[src/rtl/bcd_dec_pkg.sv]
package bcd_dec_pkg;
  typedef enum logic {POL_LOW = 1'b0, POL_HIGH = 1'b1} line_pol_e;
  localparam int DEC_LINES  = 10;
  localparam int DEC_CODE_W = 4;
endpackage

[src/rtl/bcd_code_check.sv]
module bcd_code_check #(
  parameter int CODE_W = 4,
  parameter int LINES  = 10
) (
  input  logic [CODE_W-1:0] code,
  output logic              in_range
);
  localparam logic [CODE_W:0] LIMIT = (CODE_W+1)'(LINES);
  always_comb in_range = ({1'b0, code} < LIMIT);
endmodule

[src/rtl/bcd_line_select.sv]
module bcd_line_select #(
  parameter int CODE_W = 4,
  parameter int LINES  = 10
) (
  input  logic [CODE_W-1:0] code,
  input  logic              in_range,
  output logic [LINES-1:0]  hot
);
  for (genvar i = 0; i < LINES; i++) begin : g_line
    localparam logic [CODE_W-1:0] MATCH = CODE_W'(i);
    assign hot[i] = in_range && (code == MATCH);
  end
endmodule

[src/rtl/bcd_out_stage.sv]
module bcd_out_stage
  import bcd_dec_pkg::*;
#(
  parameter int        LINES = 10,
  parameter line_pol_e POL   = POL_LOW
) (
  input  logic             clk,
  input  logic             rst,
  input  logic [LINES-1:0] hot,
  input  logic             in_range,
  output logic [LINES-1:0] lines_q,
  output logic             invalid_q
);
  localparam logic [LINES-1:0] IDLE = (POL == POL_LOW) ? {LINES{1'b1}} : {LINES{1'b0}};

  always_ff @(posedge clk) begin
    if (rst) begin
      lines_q   <= IDLE;
      invalid_q <= 1'b0;
    end else begin
      lines_q   <= (POL == POL_LOW) ? ~hot : hot;
      invalid_q <= ~in_range;
    end
  end
endmodule

[src/rtl/bcd_line_decoder.sv]
module bcd_line_decoder
  import bcd_dec_pkg::*;
#(
  parameter int        CODE_W = DEC_CODE_W,
  parameter int        LINES  = DEC_LINES,
  parameter line_pol_e POL    = POL_LOW
) (
  input  logic              clk,
  input  logic              rst,
  input  logic [CODE_W-1:0] digit_in,
  output logic [LINES-1:0]  line_out,
  output logic              bad_code
);
  logic             in_range;
  logic [LINES-1:0] hot;

  bcd_code_check #(.CODE_W(CODE_W), .LINES(LINES)) u_check (
    .code(digit_in), .in_range(in_range)
  );

  bcd_line_select #(.CODE_W(CODE_W), .LINES(LINES)) u_select (
    .code(digit_in), .in_range(in_range), .hot(hot)
  );

  bcd_out_stage #(.LINES(LINES), .POL(POL)) u_stage (
    .clk(clk), .rst(rst), .hot(hot), .in_range(in_range),
    .lines_q(line_out), .invalid_q(bad_code)
  );
endmodule

[config.mk]
export PLATFORM = sky130hd
export DESIGN_NAME = bcd_line_decoder
export DESIGN_NICKNAME = d
export VERILOG_FILES = /design/src/rtl/bcd_dec_pkg.sv /design/src/rtl/bcd_code_check.sv /design/src/rtl/bcd_line_select.sv /design/src/rtl/bcd_out_stage.sv /design/src/rtl/bcd_line_decoder.sv
export SDC_FILE = /design/constraint.sdc
export NUM_CORES = 1
export LEC_CHECK = 0
export ABC_AREA = 1
export BUFFER_PORTS_ARGS = -buffer_cell sky130_fd_sc_hd__buf_2
export CORE_AREA = 2 2 39 41
export DETAILED_ROUTE_END_ITERATION = 6
export DIE_AREA = 0 0 41 43
export SLEW_MARGIN = 25
export SYNTH_ARGS = -nofsm -noshare
export SYNTH_HDL_FRONTEND = slang
export SYNTH_SLANG_ARGS = --single-unit
[constraint.sdc]
create_clock -name clk -period 1.1 [get_ports clk]
set_input_delay 0.11 -clock clk [delete_from_list [all_inputs] [get_ports clk]]
set_output_delay 0.11 -clock clk [all_outputs]
set_load 0.1 [all_outputs]
; Word-level counts from Yosys, hierarchy flattened
; Cells that the tools add are included.
; W data, S select, Z words.
[totals]
register_bits = 11
input_bits = 6
elab_cells = 25
[op_classes]
order_cmp = 1
n_eq_ne = 9
bitwise = 2
n_reduce_logical = 11
[ops]
columns = operator, n
row1 = $eq A4 B3 Y1 const B, 4
row2 = $logic_and A1 B1 Y1, 10
row3 = $not A10 Y10, 1
row4 = $eq A4 B2 Y1 const B, 2
row5 = $eq A4 B4 Y1 const B, 2
row6 = $eq A4 B1 Y1 const B, 1
row7 = $logic_not A4 Y1, 1
row8 = $lt A4 B4 Y1 const B, 1
row9 = $not A1 Y1, 1

; Logic depth before layout (Yosys ltp)
[depth]
word_depth = 3
ltp_mapped = 3

; By module
; Synthesis repeated with hierarchy kept, for this count alone.
[hier_totals]
cells_unflattened = 45
hier_area_um2 = 352.8
[by_module_without_submodules]
columns = module, n_inst, cells_each, area_each_um2, seq_area_each_um2
row1 = bcd_out_stage, 1, 23, 265.3, 220.2
row2 = bcd_line_select, 1, 21, 82.6, 0.0
row3 = bcd_code_check, 1, 1, 5.0, 0.0

; Least setup slack after synthesis
; Ideal clock, no wire load.
[synth_timing]
path_kind = register to output
startpoint = register u_stage.invalid_q
endpoint = output bad_code
arrival_ps = 909
required_ps = 990
setup_slack_ps = 81
path_stages_with_launch = 1
cell_sequence = dfxtp_1
[synth_lines]
columns = item, line
row1 = from (decl), bcd_out_stage.sv:12  ; output logic invalid_q
row2 = from (signal assigned), bcd_out_stage.sv:22  ; invalid_q <= ~in_range;
row3 = to (decl), bcd_line_decoder.sv:12  ; output logic bad_code
; No word-level cell between the ends.

; Final worst setup path
[layout_timing]
startpoint = register u_stage.invalid_q
endpoint = output bad_code
; No word-level cell between the ends.

==> metrics <==
status finished, final reports clean; CTS Hold Bufs 0; post-CTS setup buffers 0; delay-heaviest family, CP flip-flops; post-synth top area share a little over three fifths; TNS Setup 0 ns; Slew @ Worst Pin 0.278 ns; grt total ovfl 0; Post-synth ARST share 0%; total power a little over 0.8 mW; EDFF count, synth 0; Yosys top cell by area dfxtp_1; DIE AREA between 0.0015 and 0.002 sq mm; port bufs 16; vias in the first global route between 200 and 250; dominant cells by area after synthesis dfxtp_1 (63%), nand3_1 (14%), inv_1 (4.3%); Syn Std Cell Area around 350 sq um; via-per-instance ratio slightly above 4; Seq cells post-synth 11; clock sinks 11; core area between 0.001 and 0.0015 sq mm; final core area utilization 45.9%; largest net degree at the start of global routing 12; endpoints failing hold 0; Die X 41 um; cells after synthesis 37; max_cap viols 0; Ports 17; Clock Path Buffers 2; RSZ-0062 raised after global routing no; n_diodes 0; CP Class register to output pin; VDD IR-drop max about 0.00042 V; top-count cell post-synth dfxtp_1; ys flop type dfxtp_1; crit path capture type output pin; TritonCTS clock tree built; Tcrit/Tclk final between 80 and 90%; slowest stage cell, crit path dfxtp_1; initial drt markers 12; first-pass GRT wire length roughly 930 um; Routed WL per cell between 8 and 9 um; Largest stage delay, worst path roughly 0.36 ns; CTS root buf clkbuf_4; Worst Path Required 0.99 ns; DR pass1 iterations 6; top cells by count, synth dfxtp_1 (11), nand3_1 (10), inv_1 (4), nor2_1 (3); die height 43 um; Net Count, Synth 43; GP Congestion ~0.7; post-synthesis area per instance 9.43 sq um; area grow syn2layout 82.1%; final critical-path required period approximately 0.92 ns; # rows 14; initial antenna violation count 0; CP bufs+invs 1; CP Depth 1; met2 WL 269 um; vias post-DR slightly below 300; Highest Signal Layer met4; Nets 63; post-route ant nets 0; DRC 0; fraction of layout cells with a size suffix above 1 between 40% and 50%; Detailed Route WL around 620 um; Met1 Routed Length between 200 and 300 um; Initial Util approximately 25%; clock buffer count from CTS 3; DP HPWL between 500 and 600 um; routed length on met3 approximately 81 um; Syn. warnings 0; sequential area share after synthesis a little over three fifths; CP max FO 1; pwr/cell area roughly 1300 mW/mm^2; critical-path cell list buf_12; Startpoint Class register; H-tree Lvls 1; post_cts resized 0; Setup violations, final 0; hold path depth 3; min-delay worst type input pin to register; Clk pin slew, worst setup/hold paths approximately 0.07 ns; Peak Freq roughly 1100 MHz; Final Max Slew Viols 0; Slew Limit Headroom 81.4%; Static Leak roughly 0.29 nW; total global-route track usage under 10%; Netlist cell types 10; Arr. time, crit path between 0.8 and 0.9 ns
where the power goes:
part | switching, mW | leakage, nW | total (mW) | internal [mW]
clock network | 0.120 | 0.0150 | 0.259 | 0.140
registers | 0.00631 | 0.0897 | 0.413 | 0.406
logic | 0.0936 | 0.188 | 0.140 | 0.0462
total | 0.219 | 0.293 | 0.812 | 0.593
sequential cells by signal, indices dropped and copies added, names as in the netlist:
register,count
u_stage.invalid_q,1
u_stage.lines_q,10
metrics by stage:
stage	area (sq um)	instances	worst slack [ns]	hold WS (ns)
floorplan	349	37	0.0810	0.210
global placement	609	68	0.434	0.370
detailed placement	609	68	0.409	0.364
CTS	636	72	0.174	0.0949
global route	636	72	0.153	0.108
finish	636	72	0.182	0.0983
layer usage:
metal,global-route usage [%],up-vias
li1,-,154
met1,9.77,123
met2,10.3,12
met3,4.71,2
met4,10.0,0
met5,0,-
worst paths after layout:
| kind | startpoint | to | slack (ns) |
|---|---|---|---|
| worst max-delay path | u_stage.invalid_q$_SDFF_PP0_ | bad_code | 0.18 |
| worst min-delay path | digit_in[0] | u_stage.lines_q[2]$_SDFF_PP1_ | 0.1 |
layout by cell type (no fill, tap or decap):
cell / synthesis / final
buf_2: 1 / 5
nor2_4: 1 / 1
nor2_2: 2 / 2
clkbuf_1: 0 / 1
dfxtp_1: 11 / 11
nand3_1: 10 / 10
clkbuf_4: 0 / 3
nand2_1: 2 / 2
buf_12: 0 / 11
nor2_1: 3 / 3
inv_2: 2 / 2
inv_1: 4 / 4
a21oi_2: 1 / 1
cell families (layout without fill, tap and decap cells):
group | count (synthesis) | in the layout | synth area share, %
compound gates | 1 | 1 | 2.51
buf+inv | 7 | 26 | 7.88
flops | 11 | 11 | 63.1
simple gates | 18 | 18 | 26.5
area by class of cell:
class,count,area (sq um)
Clock buffer,4,26.3
Timing Repair Buffer,16,245
Fill cell,135,748
Inverter,6,22.5
Tap cell,16,20.0
Sequential cell,11,220
Multi-Input combinational cell,19,101
Note: power is estimated with default switching activity, not from simulation.
